### config.mk
export PLATFORM = sky130hd
export DESIGN_NAME = irq_event_agg
export DESIGN_NICKNAME = d
export VERILOG_FILES = /design/src/rtl/irq_agg_pkg.sv /design/src/rtl/agg_regfile.sv /design/src/rtl/agg_line_router.sv /design/src/rtl/irq_event_agg.sv
export SDC_FILE = /design/constraint.sdc
export NUM_CORES = 1
export LEC_CHECK = 0
export ABC_AREA = 1
export BUFFER_PORTS_ARGS = -buffer_cell sky130_fd_sc_hd__buf_2
export CAP_MARGIN = 5
export CORE_ASPECT_RATIO = 1.1
export CORE_MARGIN = 4
export CORE_UTILIZATION = 47
export CTS_CLUSTER_SIZE = 24
export DETAILED_ROUTE_END_ITERATION = 10
export HOLD_SLACK_MARGIN = 0.1
export MAX_ROUTING_LAYER = met4
export PLACE_DENSITY = 0.9
export RECOVER_POWER = 50
export REMOVE_ABC_BUFFERS = 1
export SLEW_MARGIN = 20
export SYNTH_ARGS = -nofsm -noshare
export SYNTH_HDL_FRONTEND = slang
export SYNTH_SLANG_ARGS = --single-unit
### constraint.sdc
create_clock -name clk -period 1.57 [get_ports clk]
set_input_delay 0.314 -clock clk [delete_from_list [all_inputs] [get_ports clk]]
set_output_delay 0.314 -clock clk [all_outputs]
set_load 0.005 [all_outputs]
### src/rtl/irq_agg_pkg.sv
package irq_agg_pkg;
    localparam int DATA_W    = 32;
    localparam int NUM_LINES = 13;
    localparam int IMPL_LSB  = 19;

    // Event bit that drives each output line.
    function automatic int line_src(input int line);
        case (line)
            0:       return 27;
            1:       return 26;
            2:       return 19;
            3:       return 20;
            4:       return 25;
            5:       return 24;
            6:       return 23;
            7:       return 21;
            8:       return 31;
            9:       return 28;
            10:      return 22;
            11:      return 29;
            default: return 30;
        endcase
    endfunction

    function automatic logic [NUM_LINES-1:0] route(input logic [DATA_W-1:0] act);
        logic [NUM_LINES-1:0] r;
        for (int i = 0; i < NUM_LINES; i++) r[i] = act[line_src(i)];
        return r;
    endfunction

    typedef struct packed {
        logic [DATA_W-1:0] evt;
        logic [DATA_W-1:0] msk;
    } agg_regs_t;
endpackage

### src/rtl/agg_regfile.sv
module agg_regfile
    import irq_agg_pkg::*;
#(
    parameter int          ADDR_W  = 10,
    parameter logic [9:0]  EVT_OFS = 10'h004,
    parameter logic [9:0]  MSK_OFS = 10'h008
) (
    input  logic              clk,
    input  logic              rst_n,
    input  logic [DATA_W-1:0] set_i,
    input  logic              wr_i,
    input  logic [ADDR_W-1:0] addr_i,
    input  logic [DATA_W-1:0] wdata_i,
    output logic [DATA_W-1:0] evt_o,
    output logic [DATA_W-1:0] msk_o
);
    localparam logic [DATA_W-1:0] IMPL =
        {{(DATA_W-IMPL_LSB){1'b1}}, {IMPL_LSB{1'b0}}};

    agg_regs_t regs_d, regs_q;
    logic      evt_wr, msk_wr;

    assign evt_wr = wr_i && (addr_i == ADDR_W'(EVT_OFS));
    assign msk_wr = wr_i && (addr_i == ADDR_W'(MSK_OFS));

    always_comb begin
        regs_d = regs_q;
        if (evt_wr) regs_d.evt = regs_q.evt & ~wdata_i;
        // Set pulses are applied after the clear so a same-cycle set wins.
        regs_d.evt = (regs_d.evt | set_i) & IMPL;
        if (msk_wr) regs_d.msk = wdata_i;
    end

    always_ff @(posedge clk or negedge rst_n) begin
        if (!rst_n) regs_q <= '0;
        else        regs_q <= regs_d;
    end

    assign evt_o = regs_q.evt;
    assign msk_o = regs_q.msk;

    p_set_wins_r5: assert property (@(posedge clk) disable iff (!rst_n)
        ((set_i & IMPL) != '0) |=> ((regs_q.evt & $past(set_i & IMPL)) == $past(set_i & IMPL)));
    p_clear_r3: assert property (@(posedge clk) disable iff (!rst_n)
        (evt_wr && (set_i == '0)) |=> ((regs_q.evt & $past(wdata_i)) == '0));
    p_mask_load_r4: assert property (@(posedge clk) disable iff (!rst_n)
        msk_wr |=> (regs_q.msk == $past(wdata_i)));
    p_other_hold_r8: assert property (@(posedge clk) disable iff (!rst_n)
        (wr_i && !evt_wr && !msk_wr && (set_i == '0)) |=> ($stable(regs_q.evt) && $stable(regs_q.msk)));
    p_low_dead_r2: assert property (@(posedge clk) disable iff (!rst_n)
        1'b1 |=> (regs_q.evt[IMPL_LSB-1:0] == '0));
endmodule

### src/rtl/agg_line_router.sv
module agg_line_router
    import irq_agg_pkg::*;
(
    input  logic                 clk,
    input  logic                 rst_n,
    input  logic [DATA_W-1:0]    evt_i,
    input  logic [DATA_W-1:0]    msk_i,
    output logic [NUM_LINES-1:0] lines_o
);
    logic [DATA_W-1:0]    active;
    logic [NUM_LINES-1:0] want, lines_d, lines_q;

    assign active = evt_i & msk_i;

    // Each line's flop loads only when the masked source disagrees with it.
    for (genvar g = 0; g < NUM_LINES; g++) begin : g_line
        always_comb begin
            want[g]    = active[line_src(g)];
            lines_d[g] = (want[g] != lines_q[g]) ? want[g] : lines_q[g];
        end
    end

    always_ff @(posedge clk or negedge rst_n) begin
        if (!rst_n) lines_q <= '0;
        else        lines_q <= lines_d;
    end

    assign lines_o = lines_q;

    p_lag_r7: assert property (@(posedge clk) disable iff (!rst_n)
        1'b1 |=> (lines_q == route($past(evt_i & msk_i))));
endmodule

### src/rtl/irq_event_agg.sv
module irq_event_agg
    import irq_agg_pkg::*;
#(
    parameter int         ADDR_W  = 10,
    parameter logic [9:0] EVT_OFS = 10'h004,
    parameter logic [9:0] MSK_OFS = 10'h008
) (
    input  logic                 clk,
    input  logic                 rst_n,
    input  logic [DATA_W-1:0]    evt_set_i,
    input  logic                 reg_wr_i,
    input  logic [ADDR_W-1:0]    reg_addr_i,
    input  logic [DATA_W-1:0]    reg_wdata_i,
    output logic [DATA_W-1:0]    reg_rdata_o,
    output logic [NUM_LINES-1:0] irq_o
);
    logic [DATA_W-1:0] evt, msk;

    agg_regfile #(.ADDR_W(ADDR_W), .EVT_OFS(EVT_OFS), .MSK_OFS(MSK_OFS)) u_regs (
        .clk     (clk),
        .rst_n   (rst_n),
        .set_i   (evt_set_i),
        .wr_i    (reg_wr_i),
        .addr_i  (reg_addr_i),
        .wdata_i (reg_wdata_i),
        .evt_o   (evt),
        .msk_o   (msk)
    );

    agg_line_router u_route (
        .clk     (clk),
        .rst_n   (rst_n),
        .evt_i   (evt),
        .msk_i   (msk),
        .lines_o (irq_o)
    );

    always_comb begin
        if (reg_addr_i == ADDR_W'(EVT_OFS))      reg_rdata_o = evt;
        else if (reg_addr_i == ADDR_W'(MSK_OFS)) reg_rdata_o = msk;
        else                                     reg_rdata_o = '0;
    end

    p_line_gate_r6: assert property (@(posedge clk) disable iff (!rst_n)
        $rose(irq_o[0]) |-> $past(evt[27] && msk[27]));
endmodule

Word-level counts from Yosys, hierarchy flattened --
Index checks and enable logic that the tools add are counted.
Storage, ports and cells: logic and storage cells 39, input bits 77, register bits after elaboration 58, output and inout port bits 45
Cells by class: bitwise logic cells 4, eq/ne operators 15, multiplexer cells 3, reductions and logical operators 2
Operators with widths (number):
- two-way mux 32 bit | 3
- bitwise AND 32 bit | 2
- NOT 32 bit | 1
- bitwise OR 32 bit | 1
- != test 1 bit | 13
- equality test 10 x 3 -> 1 bit (second input constant) | 1
- equality test 10 x 4 -> 1 bit (second input constant) | 1
- logical AND 1 bit | 2

Longest topological paths before layout --
Gate-level depths: netlist (run 1).
word-level depth 4, mapped depth 7, gate-level depth less buffers 6

Cells and area by module --
Synthesis (run 1) repeated with hierarchy kept, for this count alone.
Second synthesis, totals: cell total of the unflattened synthesis 396, area, all modules 3080.5 um2
Modules (own cells, without submodules):
- agg_regfile | seq. area each 1126.1 um2, cells each 238, area each 2048.2 um2, instances 1
- irq_event_agg | seq. area each 0.0 um2, cells each 119, area each 609.3 um2, instances 1
- agg_line_router | seq. area each 325.3 um2, cells each 39, area each 422.9 um2, instances 1

Worst setup path after synthesis (run 1) --
Ideal clock, no wire load.
path type input to output, start point input reg_addr_i[5], end point output reg_rdata_o[21], path buffers 2, slack 139 ps, arrival 1117 ps, data required time 1256 ps, stages on the path 7, cell sequence nor2_1 -> nand2_1 -> nor2_4 -> buf_4 -> buf_4 -> nand3_1 -> nand2_1
On the way: cells in the longest elaborated chain, start to end 3, elaborated cells on any way between the ends 4, those cells by class eq/ne (2); mux (2)
Ends and longest elaborated chain:
- from (decl) | line irq_event_agg.sv:12 | input logic [ADDR_W-1:0] reg_addr_i,
- equality test 10 x 4 -> 1 bit | line irq_event_agg.sv:40 | else if (reg_addr_i == ADDR_W'(MSK_OFS)) reg_rdata_o = msk;
- two-way mux 32 bit | line irq_event_agg.sv:40
- two-way mux 32 bit * | line irq_event_agg.sv:39 | if (reg_addr_i == ADDR_W'(EVT_OFS)) reg_rdata_o = evt;
- to (decl) | line irq_event_agg.sv:14 | output logic [DATA_W-1:0] reg_rdata_o,
Mark *: on every way between the ends. The rest lies on a longest branch, timed or not.

Worst setup path after layout (run 1) --
Same ends and word-level chain as after synthesis.

==> flow_metrics.env, run 1 <==
export IMPL_floorplan_rows=29
export IMPL_ys_seq_elements=58
export IMPL_area_growth_pct=41.72
export IMPL_crit_path_end_kind="output pin"
export IMPL_ir_drop_mv=0.5402
export IMPL_clk_pin_slew_ps=70
export IMPL_fin_skew_ps=8.273
export IMPL_fmax_mhz=612.9
export IMPL_max_slew_margin_rel=0.4858
export IMPL_place_gp_congestion=0.7627
export IMPL_clock_sinks=58
export IMPL_finalWorstSetupSlack_ps=-61.57
export IMPL_dieArea_um2=7211
export IMPL_synth_distinct_cells=15
export IMPL_synthCells=366
export IMPL_hold_path_class="primary input to register"
export IMPL_path_class="primary input to output pin"
export IMPL_worst_pin_slew_ps=771.3
export IMPL_hold_depth=3
export IMPL_cts_tree="yes"
export IMPL_cp_start_kind="primary input"
export IMPL_routed_via_count=2708
export IMPL_ff2ff_path_depth=4
export IMPL_yosysSeqAreaShare=0.5221
export IMPL_synth_enable_flop_cells=0
export IMPL_nets=568
export IMPL_grt_ovfl_total=0
export IMPL_min_to="u_regs.evt_o[25]$_DFF_PN0_"
export IMPL_max_cap_viol_count=0
export IMPL_grt_max_degree=59
export IMPL_synthesis_area_um2=2780
export IMPL_required_ps=1260
export IMPL_ant_nets=0
export IMPL_r2r_start="u_regs.evt_o[20]$_DFF_PN0_"
export IMPL_leakagePower_nw=2.371
export IMPL_clockBufferDepth=2
export IMPL_port_buffers=102
export IMPL_drt_iter0_markers=115
export IMPL_worstPathMaxFanout=7
export IMPL_viasPerCell=4.734
export IMPL_drt_wirelength_per_cell_um=12.13
export IMPL_die_w_um=81.33
export IMPL_drc_errors=0
export IMPL_design_area_um2=3940
export IMPL_status="complete, but fails checks"
export IMPL_yosys_area_top_type_share=0.5221
export IMPL_grt_use_total=0.1984
export IMPL_placed_area_um2=3465
export IMPL_synth_most_common_cell="inv_1"
export IMPL_synth_common_cells="inv_1 (92), nand2_1 (73), dfrtp_1 (58)"
export IMPL_rsz0062_at_grt="true"
export IMPL_antenna_found_initial=0
export IMPL_fillers=473
export IMPL_syn_area_per_cell_um2=7.596
export IMPL_synth_area_top_cells="dfrtp_1 (52%), inv_1 (12%), nand2_1 (9.9%)"
export IMPL_yosys_warnings=0
export IMPL_power_mw=3.142
export IMPL_crit_arrival_ps=1320
export IMPL_first_pass_iters=7
export IMPL_hpwl_um=4692
export IMPL_start_util=0.4819
export IMPL_diodes=0
export IMPL_io_pins=122
export IMPL_grt_pass1_vias=2412
export IMPL_multiInputGateArea_um2=988.4
export IMPL_pwr_density_cell_nw_per_um2=797.6
export IMPL_seqCellArea_um2=1451
export IMPL_failed_checks="setup timing"
export IMPL_hold_start="evt_set_i[25]"
export IMPL_synthArstFlopShare=1.000
export IMPL_period_share=1.039
export IMPL_reg2reg_to="u_regs.evt_o[20]$_DFF_PN0_"
export IMPL_synth_top_area_cell="dfrtp_1"
export IMPL_regToRegSetupSlack_ps=760
export IMPL_whs_ps=184.8
export IMPL_grt_pass1_wl_um=10560
export IMPL_wl_um=6940
export IMPL_clock_latency_ps=320
export IMPL_cts_htree_levels=3
export IMPL_ys_flop_type="dfrtp_1"
export IMPL_die_h_um=88.67
export IMPL_drive_gt1_frac=0.3394
export IMPL_coreArea_um2=5769
export IMPL_setup_violations_final=26
export IMPL_cts_made_buffers=9
export IMPL_cts_root_buf="clkbuf_8"
export IMPL_hold_viol=0
export IMPL_fin_crit_ps=1632
export IMPL_maxSlewViolCount=0
worst max path at each step:
stage,cells past startpoint,end,from
final,10,reg_rdata_o[21],reg_addr_i[5]
after global routing,10,reg_rdata_o[25],reg_addr_i[5]
after CTS,8,reg_rdata_o[28],reg_addr_i[9]
after detailed placement,8,reg_rdata_o[28],reg_addr_i[5]
after global placement,8,reg_rdata_o[31],reg_addr_i[5]
after floorplan,6,u_regs.msk_o[0]$_DFFE_PN0P_,reg_addr_i[5]
final cells by class:
type	instances	share of cell area
timing repair buffer	131	0.2169
multi-input combinational	199	0.2509
clock inverter	2	0.008892
tap	77	0.02445
inverter	92	0.08765
sequential	58	0.3684
clock buffer	13	0.04287
per-stage QoR:
stage               setup WS, ps  setup TNS (ps)    util  std cells
finish                    -61.57          -839.5  0.6829        572
global route              -105.3           -2307  0.6829        572
CTS                       -45.95          -287.3  0.6380        559
detailed placement        -40.23          -271.0  0.6005        543
global placement          -39.59          -196.8  0.6005        543
floorplan                 -368.2          -19370       -        349
critical path: stages:
cell and delay (ps):
buf_6 100, nor2_4 100, nand2_2 70, nor2_4 160, buf_6 130, buf_8 110
buf_6 130, nand3_2 60, nand2_1 60, buf_2 100
layer usage:
metal / wire length (um) / global-route usage / vias up
li1: - / - / 1360
met1: 2946 / 0.2359 / 1234
met2: 3305 / 0.3178 / 105
met3: 581 / 0.05499 / 9
met4: 107 / 0.07988 / 0
met5: 0 / - / -
placed cells by master (no fill, tap or decap):
cell	synthesis	layout
nand4_1	13	13
dfrtp_1	58	58
clkinv_2	0	1
nand2_1	73	71
dlygate4sd3_1	0	1
buf_2	11	97
buf_4	2	16
clkbuf_8	0	12
buf_12	0	5
buf_8	0	2
bufinv_16	0	1
nand3_4	1	1
nand3_2	0	9
nor2_2	2	6
nor2_4	1	5
clkbuf_1	3	1
inv_1	92	92
o21ai_1	32	32
nand2_2	1	3
buf_6	0	9
clkbuf_4	0	1
nand3_1	40	31
nor2_1	36	28
kinds of logic (layout without fill, tap and decap cells):
logic type,count (synthesis),count (layout),share of synthesized area
simple gates,167,167,0.2655
buf+inv,109,238,0.1548
flops,58,58,0.5221
compound gates,32,32,0.05760
where the power goes:
group / leakage (nW) / internal [mW] / switching (mW)
logic: 1.53 / 0.106 / 0.130
clock network: 0.106 / 0.852 / 0.533
registers: 0.741 / 1.51 / 0.00907
flip-flops by register name, summed over array words and instances (netlist names):
name / cells
u_regs.msk_o: 32
u_regs.evt_o: 13
u_route.lines_o: 13
repair_timing:
| action | in CTS | in global routing |
|---|---|---|
| gates resized for setup | 1 | 38 |
| pin swaps | 0 | 8 |
| hold buffers | 1 | 0 |
| setup endpoints to repair | 11 | 32 |
| hold endpoints to repair | 58 | 0 |
| setup buffers | 0 | 13 |
Note: power is estimated with default switching activity, not from simulation.
==> run 2: changes to the inputs <==
--- a/config.mk
+++ b/config.mk
@@ -5,12 +5,12 @@
 export SDC_FILE = /design/constraint.sdc
 export NUM_CORES = 1
 export LEC_CHECK = 0
-export ABC_AREA = 1
+export ABC_AREA = 0
 export BUFFER_PORTS_ARGS = -buffer_cell sky130_fd_sc_hd__buf_2
 export CAP_MARGIN = 5
 export CORE_ASPECT_RATIO = 1.1
 export CORE_MARGIN = 4
-export CORE_UTILIZATION = 47
+export CORE_UTILIZATION = 46
 export CTS_CLUSTER_SIZE = 24
 export DETAILED_ROUTE_END_ITERATION = 10
 export HOLD_SLACK_MARGIN = 0.1
==> run 2 against run 1 <==
Compared with the run above:
- the flow still finishes with violations (setup timing)
- synthesized cell count down 47%
- setup slack worse by 130 ps
- power down 6.5%
- utilization down 0.21 points
- critical endpoint is now reg_rdata_o[3]
- largest cell class unchanged
- largest power group unchanged
==> flow_metrics.env, run 2 <==
export IMPL_area_growth_pct=41.46
export IMPL_hpwl_um=4558
export IMPL_fin_crit_ps=1757
export IMPL_layout_common_cells="buf_2 (100), dfrtp_1 (58), mux2_4 (30), and2_1 (23)"
export IMPL_clk_pin_slew_ps=70
export IMPL_synth_top_area_cell="dfrtp_1"
export IMPL_final_common_cell="buf_2"
export IMPL_fmax_mhz=569.0
export IMPL_cpPeakStageDelay_ps=280
export IMPL_synthArstFlopShare=1.000
export IMPL_grt_use_total=0.2010
export IMPL_grt_ovfl_total=0
export IMPL_drt_iter0_markers=51
export IMPL_cp_start_kind="primary input"
export IMPL_floorplan_rows=28
export IMPL_yosysSeqAreaShare=0.5553
export IMPL_cp_startpoint="reg_addr_i[1]"
export IMPL_cts_root_buf="clkbuf_8"
export IMPL_r2r_start="u_regs.msk_o[27]$_DFFE_PN0P_"
export IMPL_yosys_area_top_type_share=0.5553
export IMPL_crit_family="simple AND/OR/NAND/NOR gates"
export IMPL_path_class="primary input to output pin"
export IMPL_dieArea_um2=6953
export IMPL_start_util=0.4813
export IMPL_drt_wirelength_per_cell_um=16.32
export IMPL_largest_reg_flops=32
export IMPL_placed_area_um2=3354
export IMPL_fin_skew_ps=4.873
export IMPL_synth_most_common_cell="dfrtp_1"
export IMPL_clock_latency_ps=320
export IMPL_clock_sinks=58
export IMPL_whs_ps=162.5
export IMPL_path_buf_inv=4
export IMPL_dp_cells=378
export IMPL_clockBufferDepth=2
export IMPL_crit_arrival_ps=1440
export IMPL_design_area_um2=3697
export IMPL_routed_via_count=1990
export IMPL_port_buffers=102
export IMPL_cts_tree="yes"
export IMPL_nets=394
export IMPL_setup_violations_final=32
export IMPL_drc_errors=0
export IMPL_cp_slowest_cell="nor4_4"
export IMPL_coreArea_um2=5430
export IMPL_cts_htree_levels=3
export IMPL_finalWorstSetupSlack_ps=-187.5
export IMPL_yosys_warnings=0
export IMPL_die_h_um=87.06
export IMPL_critical_path_depth=7
export IMPL_antenna_found_initial=0
export IMPL_synth_distinct_cells=18
export IMPL_synth_enable_flop_cells=0
export IMPL_ys_flop_type="dfrtp_1"
export IMPL_period_share=1.119
export IMPL_cts_made_buffers=9
export IMPL_first_pass_iters=4
export IMPL_viasPerCell=5.025
export IMPL_max_slew_margin_rel=0.4885
export IMPL_maxSlewViolCount=0
export IMPL_failed_checks="setup timing"
export IMPL_die_w_um=79.87
export IMPL_grt_pass1_vias=2153
export IMPL_worstPathMaxFanout=19
export IMPL_ff2ff_path_depth=1
export IMPL_hold_start="evt_set_i[21]"
export IMPL_final_core_util=0.6809
export IMPL_diodes=0
export IMPL_io_pins=122
export IMPL_ir_drop_mv=0.6101
export IMPL_hold_depth=2
export IMPL_hold_viol=0
export IMPL_rsz0062_at_grt="true"
export IMPL_leakagePower_nw=1.950
export IMPL_status="complete, but fails checks"
export IMPL_drive_gt1_frac=0.5888
export IMPL_pwr_density_cell_nw_per_um2=794.7
export IMPL_grt_pass1_wl_um=10220
export IMPL_grt_max_degree=59
export IMPL_crit_chain="buf_2 > nor4_4 > buf_6 > and3_4 > buf_12 > and2_1 > buf_2"
export IMPL_ant_nets=0
export IMPL_max_cap_viol_count=0
export IMPL_wl_um=6462
export IMPL_synthCells=193
export IMPL_synthesis_area_um2=2614
export IMPL_place_gp_congestion=0.7638
export IMPL_fin_cells=396
export IMPL_cp_common_cell="buf_2"
export IMPL_hold_path_class="primary input to register"
export IMPL_synth_area_top_cells="dfrtp_1 (56%), mux2_4 (17%), and2_1 (7.7%)"
export IMPL_crit_path_end_kind="output pin"
export IMPL_worst_pin_slew_ps=767.2
export IMPL_synth_common_cells="dfrtp_1 (58), and2_1 (32), mux2_4 (30)"
export IMPL_syn_area_per_cell_um2=13.54
export IMPL_required_ps=1260
export IMPL_ys_seq_elements=58
[run 2: final cells by class]
class                      instances  area [um2]
multi-input combinational        124        1214
timing repair buffer             124       768.2
sequential                        58        1451
tap                               75       93.84
fill                             389        1733
clock inverter                     3       15.01
clock buffer                      12       155.1
[run 2: path summary, 6_finish.rpt]
check	endpoint	slack, ps
min	u_regs.evt_o[21]$_DFF_PN0_	160
min reg2reg	u_regs.msk_o[14]$_DFFE_PN0P_	500
max in group asynchronous	u_regs.msk_o[30]$_DFFE_PN0P_	340
max reg2reg	u_regs.msk_o[27]$_DFFE_PN0P_	790
min in group asynchronous	u_route.lines_o[4]$_DFFE_PN0P_	720
max	reg_rdata_o[3]	-190
[run 2: cell families after synthesis]
family,after synthesis,share of synthesized area
AND/OR/NAND/NOR,66,0.1628
flip-flops,58,0.5553
multiplexers,32,0.1809
AO/OA/AOI/OAI,26,0.07467
buffers and inverters,11,0.02632
[run 2: layer usage]
layer  wire length, um  track usage
met1              2698       0.2453
met2              3242       0.3280
met3               436      0.04555
met4                85      0.07373
met5                 0            -
[run 2: per-stage QoR]
step	power (mW)	setup TNS [ps]	setup slack, ps
2_1_floorplan	1.604	-29590	-647.9
3_3_place_gp	1.760	-14720	-491.3
3_5_place_dp	1.767	-15910	-513.2
4_1_cts	2.980	-4046	-189.5
5_1_grt	3.087	-5775	-250.9
6_report	2.938	-4126	-187.5
[run 2: where the power goes]
group / switching [mW] / total (mW) / internal (mW)
Combinational: 0.121 / 0.237 / 0.117
Sequential: 0.00843 / 1.52 / 1.51
Clock: 0.539 / 1.18 / 0.642
[run 2: what timing repair did]
item | 4_1_cts | 5_1_grt
hold buffers | 1 | 0
pin swaps | 14 | 3
buffers inserted | 1 | 1
resized for setup | 31 | 10
endpoints found under the setup margin | 32 | 32
endpoints found under the hold margin | 58 | 0
==> run 3: changes to the inputs <==
--- a/config.mk
+++ b/config.mk
@@ -8,7 +8,7 @@
 export ABC_AREA = 0
 export BUFFER_PORTS_ARGS = -buffer_cell sky130_fd_sc_hd__buf_2
 export CAP_MARGIN = 5
-export CORE_ASPECT_RATIO = 1.1
+export CORE_ASPECT_RATIO = 1.5
 export CORE_MARGIN = 4
 export CORE_UTILIZATION = 46
 export CTS_CLUSTER_SIZE = 24
==> run 3 against run 2 <==
Compared with the run above:
- the run still ends with setup timing left
- flip-flop and latch count stayed put
- hold slack worse by 10 ps
- global-route usage fell by 0.92 points
- via count rose by 1.1%
- die area is 0.33% higher
- clock power rose by 26%
- clock skew about the same
- critical path depth unchanged
- setup slack improved by 63 ps
- utilization increased by 0.083 points
- combinational power hardly changed
- largest cell class unchanged
- largest power group unchanged
- highest routed layer unchanged
==> flow_metrics.env, run 3 (synthesis results as in run 2) <==
export IMPL_cp_slowest_cell="nor4_4"
export IMPL_finalWorstSetupSlack_ps=-124.6
export IMPL_rsz0062_at_grt="true"
export IMPL_drc_errors=0
export IMPL_first_pass_iters=4
export IMPL_grt_use_total=0.1918
export IMPL_crit_arrival_ps=1380
export IMPL_crit_family="buffers and inverters"
export IMPL_grt_ovfl_total=0
export IMPL_clock_latency_ps=330
export IMPL_path_buf_inv=4
export IMPL_worst_pin_slew_ps=549.9
export IMPL_hpwl_um=4642
export IMPL_pre_cts_slack_ps=-484.5
export IMPL_power_mw=3.250
export IMPL_cts_made_buffers=9
export IMPL_drive_gt1_frac=0.5788
export IMPL_maxSlewViolCount=0
export IMPL_floorplan_rows=33
export IMPL_die_h_um=100.3
export IMPL_grt_util_met3=0.05210
export IMPL_antenna_found_initial=1
export IMPL_crit_chain="buf_6 > nor4_4 > buf_4 > nand2_2 > buf_6 > nor2_2 > buf_2"
export IMPL_drt_iter0_markers=85
export IMPL_cp_startpoint="reg_addr_i[4]"
export IMPL_max_cap_viol_count=0
export IMPL_cp_start_kind="primary input"
export IMPL_drt_wirelength_per_cell_um=16.30
export IMPL_port_buffers=102
export IMPL_cpPeakStageDelay_ps=330
export IMPL_die_w_um=69.55
export IMPL_worstPathMaxFanout=6
export IMPL_pwr_density_cell_nw_per_um2=868.0
export IMPL_crit_path_end_kind="output pin"
export IMPL_r2r_start="u_regs.msk_o[22]$_DFFE_PN0P_"
export IMPL_period_share=1.079
export IMPL_viasPerCell=5.017
export IMPL_final_common_cell="buf_2"
export IMPL_whs_ps=152.1
export IMPL_hold_path_class="primary input to register"
export IMPL_coreArea_um2=5492
export IMPL_io_pins=122
export IMPL_fmax_mhz=590.1
export IMPL_path_class="primary input to output pin"
export IMPL_grt_pass1_vias=2074
export IMPL_start_util=0.4760
export IMPL_wl_um=6537
export IMPL_dieArea_um2=6977
export IMPL_fillers=421
export IMPL_regToRegSetupSlack_ps=800
export IMPL_cts_htree_levels=3
export IMPL_cp_common_cell="buf_6"
export IMPL_fin_crit_ps=1695
export IMPL_area_growth_pct=43.23
export IMPL_fin_skew_ps=4.866
export IMPL_hold_viol=0
export IMPL_grt_max_degree=37
export IMPL_cts_tree="yes"
export IMPL_clockBufferDepth=2
export IMPL_clock_sinks=58
export IMPL_gr_max_usage_layer="met2"
export IMPL_ir_drop_mv=0.8150
export IMPL_status="complete, but fails checks"
export IMPL_use_met2=0.3265
export IMPL_place_gp_congestion=0.7997
export IMPL_layout_common_cells="buf_2 (98), dfrtp_1 (58), mux2_4 (30), and2_1 (24), buf_4 (19)"
export IMPL_dp_cells=377
export IMPL_routed_via_count=2012
export IMPL_leakagePower_nw=2.005
export IMPL_nets=402
export IMPL_ant_nets=0
export IMPL_fin_cells=401
export IMPL_hold_start="evt_set_i[30]"
export IMPL_failed_checks="setup timing"
export IMPL_cts_root_buf="clkbuf_8"
export IMPL_required_ps=1260
export IMPL_grt_pass1_wl_um=10020
export IMPL_fin_tns_setup_ps=-3113
export IMPL_clk_pin_slew_ps=70
export IMPL_setup_violations_final=32
export IMPL_largest_reg_flops=32
export IMPL_max_slew_margin_rel=0.6334
export IMPL_met1_usage=0.2177
## run 3: cell types whose count changed in the layout (fill, tap and decap cells not counted), sizes merged
cell / previous run / this run
diode: 0 / 1
buf: 122 / 127
clkbuf: 13 / 15
clkinv: 3 / 2
clkinvlp: 0 / 1
bufinv: 0 / 2
## run 3: power by group
part	switching (mW)	total (mW)	internal, mW
logic	0.112	0.234	0.122
registers	0.00871	1.52	1.51
clock network	0.564	1.49	0.931
## run 3: layer usage
metal | part of all wire | up-vias
li1 | - | 949
met1 | 0.39 | 973
met2 | 0.53 | 84
met3 | 0.069 | 6
met4 | 0.0090 | 0
met5 | 0 | -
## run 3: path summary, 6_finish.rpt
| kind | end | cells after the start |
|---|---|---|
| min reg2reg | u_regs.evt_o[23]$_DFF_PN0_ | 1 |
| max reg2reg | u_regs.msk_o[22]$_DFFE_PN0P_ | 1 |
| max in group asynchronous | u_route.lines_o[1]$_DFFE_PN0P_ | 3 |
| max | reg_rdata_o[24] | 7 |
| min in group asynchronous | u_regs.msk_o[11]$_DFFE_PN0P_ | 2 |
| min | u_regs.evt_o[30]$_DFF_PN0_ | 2 |
## run 3: per-stage QoR
step | cell area (um2) | util
5_1_grt | 3744 | 0.6817
3_5_place_dp | 3366 | 0.6129
6_report | 3744 | 0.6817
3_3_place_gp | 3366 | 0.6129
2_1_floorplan | 2545 | -
4_1_cts | 3667 | 0.6678
## run 3: repair_timing
item | CTS | global route
setup buffers | 2 | 4
setup endpoints to repair | 32 | 59
endpoints found under the hold margin | 9 | 0
gates resized for setup | 16 | 6
hold buffers | 1 | 0
cloned | 0 | 2
pin swaps | 15 | 1
## run 3: final cells by class
cell class	instances	area, um2	area share
clock buffer	11	141.4	0.03777
tap	70	87.58	0.02340
sequential	58	1451	0.3877
timing repair buffer	132	844.6	0.2256
multi-input combinational	124	1139	0.3041
clock inverter	5	77.57	0.02072
antenna	1	2.502	0.0006684
